<file path="src/rtl/txr_pkg.sv">
package txr_pkg;
  localparam logic [11:0] OFF_PEND = 12'h0CC;
  localparam logic [11:0] OFF_ADD  = 12'h0D0;
  localparam logic [11:0] OFF_CAN  = 12'h0D4;
  localparam logic [11:0] OFF_OCC  = 12'h0D8;

  typedef enum logic [2:0] {
    SEL_NONE,
    SEL_PEND,
    SEL_ADD,
    SEL_CAN,
    SEL_OCC
  } reg_sel_e;
endpackage

</file>
<file path="src/rtl/txr_regif.sv">
module txr_regif
  import txr_pkg::*;
#(
  parameter int NBUF = 32,
  parameter int AW = 16,
  parameter int DW = 32,
  parameter logic [AW-1:0] BASE = 16'h1000
) (
  input  logic            clk,
  input  logic            rst,
  input  logic            reg_wen,
  input  logic            reg_ren,
  input  logic [AW-1:0]   reg_addr,
  input  logic [DW-1:0]   reg_wdata,
  input  logic [NBUF-1:0] pend,
  input  logic [NBUF-1:0] occ,
  output logic [NBUF-1:0] add_mask,
  output logic [NBUF-1:0] can_mask,
  output logic [DW-1:0]   reg_rdata
);
  localparam logic [AW-1:0] A_PEND = BASE + AW'(OFF_PEND);
  localparam logic [AW-1:0] A_ADD  = BASE + AW'(OFF_ADD);
  localparam logic [AW-1:0] A_CAN  = BASE + AW'(OFF_CAN);
  localparam logic [AW-1:0] A_OCC  = BASE + AW'(OFF_OCC);

  reg_sel_e sel;
  logic [DW-1:0] rd_next;

  always_comb begin
    unique case (reg_addr)
      A_PEND:  sel = SEL_PEND;
      A_ADD:   sel = SEL_ADD;
      A_CAN:   sel = SEL_CAN;
      A_OCC:   sel = SEL_OCC;
      default: sel = SEL_NONE;
    endcase
  end

  always_comb begin
    add_mask = '0;
    can_mask = '0;
    if (reg_wen && sel == SEL_ADD) add_mask = reg_wdata[NBUF-1:0];
    if (reg_wen && sel == SEL_CAN) can_mask = reg_wdata[NBUF-1:0];
  end

  always_comb begin
    rd_next = '0;
    case (sel)
      SEL_PEND: rd_next[NBUF-1:0] = pend;
      SEL_OCC:  rd_next[NBUF-1:0] = occ;
      default:  rd_next = '0;
    endcase
  end

  always_ff @(posedge clk) begin
    if (rst)          reg_rdata <= '0;
    else if (reg_ren) reg_rdata <= rd_next;
  end
endmodule

</file>
<file path="src/rtl/txr_status.sv">
module txr_status #(
  parameter int NBUF = 32,
  localparam int IW = $clog2(NBUF)
) (
  input  logic            clk,
  input  logic            rst,
  input  logic [NBUF-1:0] add_mask,
  input  logic [NBUF-1:0] can_mask,
  input  logic            done_vld,
  input  logic [IW-1:0]   done_idx,
  output logic [NBUF-1:0] pend,
  output logic [NBUF-1:0] occ,
  output logic [NBUF-1:0] done_hit
);
  for (genvar i = 0; i < NBUF; i++) begin : g_buf
    logic req_hit;
    assign done_hit[i] = done_vld && (done_idx == IW'(i)) && pend[i] && !can_mask[i];
    assign req_hit     = add_mask[i] && !can_mask[i];

    always_ff @(posedge clk) begin
      if (rst) begin
        pend[i] <= 1'b0;
        occ[i]  <= 1'b0;
      end else begin
        pend[i] <= req_hit | (pend[i] & ~can_mask[i] & ~done_hit[i]);
        occ[i]  <= req_hit ? 1'b0 : (occ[i] | done_hit[i]);
      end
    end
  end
endmodule

</file>
<file path="src/rtl/txr_arbiter.sv">
module txr_arbiter #(
  parameter int NBUF = 32,
  localparam int IW = $clog2(NBUF)
) (
  input  logic            clk,
  input  logic            rst,
  input  logic [NBUF-1:0] pend,
  input  logic [NBUF-1:0] can_mask,
  input  logic [NBUF-1:0] done_hit,
  input  logic            eng_ack,
  output logic            eng_req,
  output logic [IW-1:0]   eng_idx,
  output logic            eng_abort,
  output logic            busy
);
  logic [IW-1:0] low;
  logic [IW-1:0] cur;
  logic          any;
  logic          take;

  always_comb begin
    low = '0;
    for (int i = NBUF - 1; i >= 0; i--) begin
      if (pend[i]) low = IW'(i);
    end
  end

  assign any     = |pend;
  assign take    = eng_ack && !busy && !eng_abort && any;
  assign eng_req = busy | any;
  assign eng_idx = busy ? cur : low;

  always_ff @(posedge clk) begin
    if (rst) begin
      busy      <= 1'b0;
      cur       <= '0;
      eng_abort <= 1'b0;
    end else if (busy) begin
      eng_abort <= can_mask[cur];
      if (can_mask[cur] || done_hit[cur]) busy <= 1'b0;
    end else if (take) begin
      cur       <= low;
      eng_abort <= can_mask[low];
      busy      <= !can_mask[low] && !done_hit[low];
    end else begin
      eng_abort <= 1'b0;
    end
  end
endmodule

</file>
<file path="src/rtl/txreq_tracker.sv">
module txreq_tracker #(
  parameter int NBUF = 32,
  parameter int AW = 16,
  parameter int DW = 32,
  parameter logic [AW-1:0] BASE = 16'h1000,
  localparam int IW = $clog2(NBUF)
) (
  input  logic            clk,
  input  logic            rst,
  input  logic            reg_wen,
  input  logic            reg_ren,
  input  logic [AW-1:0]   reg_addr,
  input  logic [DW-1:0]   reg_wdata,
  output logic [DW-1:0]   reg_rdata,
  output logic [NBUF-1:0] eng_pend,
  output logic            eng_req,
  output logic [IW-1:0]   eng_idx,
  input  logic            eng_ack,
  input  logic            eng_done,
  input  logic [IW-1:0]   eng_done_idx,
  output logic            eng_abort
);
  logic [NBUF-1:0] add_mask;
  logic [NBUF-1:0] can_mask;
  logic [NBUF-1:0] pend_q;
  logic [NBUF-1:0] occ_q;
  logic [NBUF-1:0] done_hit;
  logic            busy_q;

  txr_regif #(.NBUF(NBUF), .AW(AW), .DW(DW), .BASE(BASE)) u_regif (
    .clk(clk), .rst(rst), .reg_wen(reg_wen), .reg_ren(reg_ren),
    .reg_addr(reg_addr), .reg_wdata(reg_wdata), .pend(pend_q), .occ(occ_q),
    .add_mask(add_mask), .can_mask(can_mask), .reg_rdata(reg_rdata)
  );

  txr_status #(.NBUF(NBUF)) u_status (
    .clk(clk), .rst(rst), .add_mask(add_mask), .can_mask(can_mask),
    .done_vld(eng_done), .done_idx(eng_done_idx),
    .pend(pend_q), .occ(occ_q), .done_hit(done_hit)
  );

  txr_arbiter #(.NBUF(NBUF)) u_arb (
    .clk(clk), .rst(rst), .pend(pend_q), .can_mask(can_mask),
    .done_hit(done_hit), .eng_ack(eng_ack), .eng_req(eng_req),
    .eng_idx(eng_idx), .eng_abort(eng_abort), .busy(busy_q)
  );

  assign eng_pend = pend_q;
endmodule

</file>
<file path="config.mk">
export PLATFORM = sky130hd
export DESIGN_NAME = txreq_tracker
export DESIGN_NICKNAME = d
export VERILOG_FILES = /design/src/rtl/txr_pkg.sv /design/src/rtl/txr_regif.sv /design/src/rtl/txr_status.sv /design/src/rtl/txr_arbiter.sv /design/src/rtl/txreq_tracker.sv
export SDC_FILE = /design/constraint.sdc
export NUM_CORES = 1
export LEC_CHECK = 0
export BUFFER_PORTS_ARGS = -buffer_cell sky130_fd_sc_hd__buf_2
export CAP_MARGIN = 5
export CORE_UTILIZATION = 45
export CTS_CLUSTER_DIAMETER = 30
export DETAILED_ROUTE_END_ITERATION = 10
export GPL_TIMING_DRIVEN = 0
export PLACE_DENSITY = 0.67
export SETUP_SLACK_MARGIN = 0.3
export SYNTH_ARGS = -nofsm -noshare
export SYNTH_HDL_FRONTEND = slang
export SYNTH_HIERARCHICAL = 1
export SYNTH_SLANG_ARGS = --single-unit
export TNS_END_PERCENT = 5
</file>
<file path="constraint.sdc">
create_clock -name clk -period 10.97 [get_ports clk]
set_clock_uncertainty 0.1 [all_clocks]
set_input_delay 1.097 -clock clk [delete_from_list [all_inputs] [get_ports clk]]
set_output_delay 1.097 -clock clk [all_outputs]
set_load 0.01 [all_outputs]
</file>
Word level (Yosys, flattened, before mapping)
Index checks and enable logic that the tools add are counted.
{"block": "classes", "eq_ne": 39, "n_mux": 50, "n_reduce_logical": 206, "n_lt_le_gt_ge": 2, "bitwise": 194}
{"cell": "$mux W5", "n": 33}
{"cell": "$logic_and A1 B1 Y1", "n": 134}
{"cell": "$eq A5 B5 Y1 const B", "n": 16}
{"cell": "$not A1 Y1", "n": 65}
{"cell": "$or A1 B1 Y1", "n": 65}
{"cell": "$and A1 B1 Y1", "n": 64}
{"cell": "$eq A16 B13 Y1 const B", "n": 4}
{"cell": "$mux W32", "n": 2}
{"cell": "$pmux W32 S2", "n": 1}
{"cell": "$reduce_or A2 Y1", "n": 32}
{"cell": "$eq A5 B4 Y1 const B", "n": 8}
{"cell": "$logic_not A1 Y1", "n": 36}
{"cell": "$reduce_or A32 Y1", "n": 1}
{"cell": "$bmux W1 S5", "n": 4}
{"cell": "$eq A5 B3 Y1 const B", "n": 4}
{"cell": "$lt A5 B6 Y1 const B", "n": 2}
{"cell": "$pmux W3 S4", "n": 1}
{"cell": "$eq A5 B2 Y1 const B", "n": 2}
{"cell": "$mux W1", "n": 9}
{"cell": "$eq A3 B2 Y1 const B", "n": 2}
{"cell": "$eq A5 B1 Y1 const B", "n": 1}
{"cell": "$logic_not A5 Y1", "n": 1}
{"cell": "$eq A3 B1 Y1 const B", "n": 1}
{"cell": "$eq A3 B3 Y1 const B", "n": 1}
{"cell": "2 further kinds", "n": 2}
{"block": "totals", "output_inout_bits": 71, "ff_bits": 103, "elab_cells": 559, "in_bits": 59}

Logic depth before layout (Yosys ltp)
{"block": "depth", "depth_word": 38, "ltp_mapped": 14, "ltp_nobuf": 13}

By module
Netlist, hierarchy kept.
{"module": "txr_status", "n_inst": 1, "cells_each": 322, "seq_area_each_um2": 1281.2, "area_each_um2": 2835.2}
{"module": "txr_regif", "n_inst": 1, "cells_each": 262, "seq_area_each_um2": 640.6, "area_each_um2": 2277.2}
{"module": "txr_arbiter", "n_inst": 1, "cells_each": 257, "seq_area_each_um2": 140.1, "area_each_um2": 2149.6}

Least setup slack after synthesis
Ideal clock, no wire load.
{"block": "synth_path", "path_type": "input -> register", "from": "input reg_addr[9]", "to": "register u_arb.busy", "path_buffers": 1, "stages": 14, "slack_ns": 6.337, "arrival_time_ns": 4.459, "setup_time_ns": 0.074, "required_ns": 10.796, "path_cell_list": "or4_4 > or4b_4 > nor4_4 > clkbuf_2 > and2_1 > nor4b_4 > mux4_2 > mux4_2 > mux2i_1 > nand2_1 > nor2_1 > a211oi_1 > a41o_1 > a31oi_1"}
{"block": "synth_between", "elab_chain_len": 13, "elab_cells_between_ends": 87, "cone_classes": "eq/ne: 5; mux: 13; reduce/logical: 69"}
{"item": "from (decl)", "line_no": "txreq_tracker.sv:12", "source": "input logic [AW-1:0] reg_addr,"}
{"item": "$eq A16 B13 Y1", "line_no": "txr_regif.sv:30", "source": "unique case (reg_addr)"}
{"item": "$pmux W3 S4 *", "line_no": "txr_regif.sv:30"}
{"item": "$eq A3 B2 Y1 *", "line_no": "txr_regif.sv:43", "source": "if (reg_wen && sel == SEL_CAN) can_mask = reg_wdata[NBUF-1:0];"}
{"item": "$logic_and A1 B1 Y1 *", "line_no": "txr_regif.sv:43"}
{"item": "$mux W32 *", "line_no": "txr_regif.sv:43"}
{"item": "named net can_mask[3]", "line_no": "txreq_tracker.sv:24", "source": "logic [NBUF-1:0] can_mask;"}
{"item": "$logic_not A1 Y1 *", "line_no": "txr_status.sv:17", "source": "assign done_hit[i] = done_vld && (done_idx == IW'(i)) && pend[i] && !can_mask[i];"}
{"item": "$logic_and A1 B1 Y1 *", "line_no": "txr_status.sv:17"}
{"item": "named net done_hit[3]", "line_no": "txreq_tracker.sv:27", "source": "logic [NBUF-1:0] done_hit;"}
{"item": "$bmux W1 S5", "line_no": "txr_arbiter.sv:44", "source": "busy <= !can_mask[low] && !done_hit[low];"}
{"item": "$mux W1 (not written as such)", "line_no": "txr_arbiter.sv:44"}
{"item": "$logic_not A1 Y1", "line_no": "txr_arbiter.sv:44"}
{"item": "$logic_and A1 B1 Y1", "line_no": "txr_arbiter.sv:44"}
{"item": "$mux W1", "line_no": "txr_arbiter.sv:41", "source": "end else if (take) begin"}
{"item": "$mux W1 *", "line_no": "txr_arbiter.sv:38", "source": "end else if (busy) begin"}
{"item": "to (signal assigned)", "line_no": "txr_arbiter.sv:44"}
{"item": "to (decl)", "line_no": "txr_arbiter.sv:14", "source": "output logic busy"}
Mark *: on every way through the listed nets, which the timed path passes. The rest lies on a longest branch. The select of a mux whose other input is x is not followed.
A chain may end at the register's enable or synchronous reset.

Worst setup path after layout
Ends and elaborated chain as after synthesis.

==> metrics.md <==
| Metric | Value |
|---|---|
| Combinational Power Share | between 10% and 20% |
| Peak VDD IR | roughly 0.072 mV |
| Cell Pwr Density | 91.2 nW/um^2 |
| Synth area leader | dfxtp_1 |
| CTS tree | done |
| Die H | 129 microns |
| Post-DP HPWL | about 19000 microns |
| Hold buffers post-CTS | 0 |
| Maximum clock insertion buffer count | 2 |
| DP Area | between 8000 and 9000 sq um |
| Fmax | between 150 and 200 MHz |
| Setup WS post-layout | between 5 and 6 ns |
| Clock power frac | 39.9% |
| Post-synth EDFFs | 0 |
| Cells after synthesis | approximately 840 |
| Die area | ~17000 sq um |
| Syn Area/Cell | 8.63 sq um |
| Yosys cell types | 75 |
| Post-CTS setup buffers | 0 |
| Crit. End Element | register |
| CTS HTree Levels | 3 |
| Yosys warning count | 6 |
| Leak | 3.10 nW |
| CP required | between 10 and 15 ns |
| Sw frac | about a quarter |
| CP Max Fanout | 10 |
| Period utilization | a little under 50% |
| Reg power frac | roughly half |
| Clk_lat worst skew | 0.37 ns |
| Antenna fix cells | 0 |
| Seq/Total Area, Yosys | between 20 and 30% |
| Vias per inst | 6.17 |
| Antenna Nets Post-Route | 0 |
| DRT Wirelength | 25400 microns |
| Core ar. | roughly 16000 sq um |
| Mapped Area | 7260 sq um |
| Top cells by area, synth | dfxtp_1, mux4_2, and2_1, o21ba_2, a31o_2 |
| Synth Flop Type | dfxtp_1 |
| DRT Pass-1 Iters | 5 |
| P&R area growth vs syn | 15.9% |
| Setup TNS | 0 ns |
| Std cell rows | 46 |
| Num CTS Buffers | 9 |
| Synth top area share | 28.4% |
| I/O pin cnt | 130 |
| Clock Pin Slew Worst Setup and Hold Paths | 0.07 ns |
| DP Worst Slack | 5.38 ns |
| Worst slew margin | 31.9% |
| R2r setup slk | 7.34 ns |
| Min Tclk post-route | 5.33 ns |
| Flops & latches, synth | just over 100 |
| Post-synth ARST share | 0% |
| Largest net degree at the start of global routing | 17 |
| FILL cells | roughly 1500 |
| Crit-path most repeated cell | mux4_2 |
| Cts repair resizes | 0 |
| Starting Density | 45.9% |
| Syn nets | 900 |
| CTS sink count | slightly above 100 |
| Finished Cell Area | around 8400 sq um |
| Die W | approximately 130 microns |
| RSZ-0062 raised after global routing | false |
| Synth cell count leaders | dfxtp_1, and2_1, nor2_1 |
| Max Cap Viol | 0 |
| Final Hold Fails | 0 |
| DRC | 0 |
| Crit start category | input port |
| Slowest-stage cell, CP | nor4_4 |
| DR WL/cell | 21.2 microns |
| Count leader, synth | dfxtp_1 |
| GR Util All Layers | between 30% and 40% |
| Gr ovfl total | 0 |
| Gpl congestion | ~0.96 |
| Share of layout cells above drive strength 1 | 28.4% |
| Outcome | finished, final reports clean |
| Root Buffer Master | clkbuf_16 |
| First-pass GRT wire length | 38100 microns |
| Max-slew violations | 0 |
| I/O Buffers | between 100 and 150 |
| Initial drt markers | between 700 and 800 |
| CP arrival | about 5.5 ns |
| Worst min-delay path category | register to register |
| Vias in the first global route | approximately 6500 |
| Internal | about 570 uW |
| Vias | ~7400 |
| Setup Viol. Count Final | 0 |
| Worst path cell trace | buf_2 > or4_4 > or4b_4 > nor4_4 > clkbuf_2 > and2_1 > nor4b_1 > mux4_2 > mux4_2 > mux2i_1 > nand2_1 > nor2_1 > a211oi_1 > a41o_1 > a31oi_1 |
| Initial antenna violation count | 0 |
| Final Net Count | between 1000 and 1500 |
| Worst path max stage delay | 0.58 ns |
| Crit Path Category | input port to register |
| Worst slew pin tran | 1.01 ns |
| P_sw | ~200 uW |
## critical path, delay by kind of cell
kind | cells | cell delay (ns)
simple gates | 7 | 2.31
mux | 3 | 1.18
compound gates | 3 | 0.47
buf+inv | 2 | 0.46
## state kept, by name, indices dropped and copies added, names as in the netlist
signal / count
u_status/occ: 32
u_arb/eng_abort: 1
u_status/pend: 32
u_arb/busy: 1
u_regif/reg_rdata: 32
u_arb/cur: 5
## stage by stage
step | utilization (%) | power (mW) | cells | hold WS (ns)
after floorplan | - | 0.438 | 841 | 0.341
after global placement | 51.5 | 0.469 | 1181 | 0.353
after detailed placement | 51.5 | 0.470 | 1181 | 0.358
after CTS | 53.2 | 0.770 | 1197 | 0.375
after global routing | 53.2 | 0.792 | 1197 | 0.384
final | 53.2 | 0.768 | 1197 | 0.371
## layer usage
layer  track usage (%)  routed length, microns  vias to the layer above
met3              5.37                    1940                       56
li1                  -                       -                     3467
met1              42.8                   11500                     3520
met2              46.9                   11000                      344
met5                 0                       0                        -
met4              13.2                     958                        0
## final cells by class
class	count	area, sq um	area share [%]
clock buffer	10	229	2.72
clock inverter	6	36.3	0.431
buffer	57	283	3.36
timing repair buffer	124	621	7.37
sequential	103	2060	24.5
tap	216	270	3.21
multi-input combinational	632	4730	56.2
inverter	49	184	2.18
## logic make-up after synthesis
kind of cell	Yosys count	share of synthesized area, %
buffers and inverters	106	6.43
XOR/XNOR	1	0.121
AND/OR/NAND/NOR	347	28.9
flip-flops	103	28.4
AO/OA/AOI/OAI	241	26.7
multiplexers	43	9.46
## power by group through the flow
stage | clock network, mW | logic (mW) | registers [mW]
2_1_floorplan | 0 | 0.0445 | 0.393
3_3_place_gp | 0 | 0.0784 | 0.390
3_5_place_dp | 0 | 0.0793 | 0.390
4_1_cts | 0.309 | 0.0796 | 0.382
5_1_grt | 0.324 | 0.0856 | 0.382
6_report | 0.306 | 0.0803 | 0.382
## placed cells by master, fill, tap and decap left out, drive strengths merged, types with 32 or more instances in the layout
cell / netlist / routed
a21oi: 47 / 47
a31o: 34 / 34
and2: 66 / 66
buf: 14 / 138
clkbuf: 43 / 53
dfxtp: 103 / 103
inv: 49 / 50
nand2: 56 / 56
nor2: 57 / 57
nor3: 35 / 35
nor4: 45 / 45
nor4b: 35 / 35
o21a: 33 / 33
o21ba: 32 / 32
o2bb2ai: 32 / 32
## path summary, 6_finish.rpt
kind                                 from  cells past startpoint                     endpoint
min           u_status/occ[19]$_SDFF_PP0_                      1  u_status/occ[19]$_SDFF_PP0_
max reg2reg  u_status/pend[30]$_SDFF_PP0_                     10   u_arb/eng_abort$_SDFF_PP0_
max                           reg_addr[9]                     15        u_arb/busy$_SDFF_PP0_
min reg2reg   u_status/occ[19]$_SDFF_PP0_                      1  u_status/occ[19]$_SDFF_PP0_
Power figures use the tool's default switching activity.
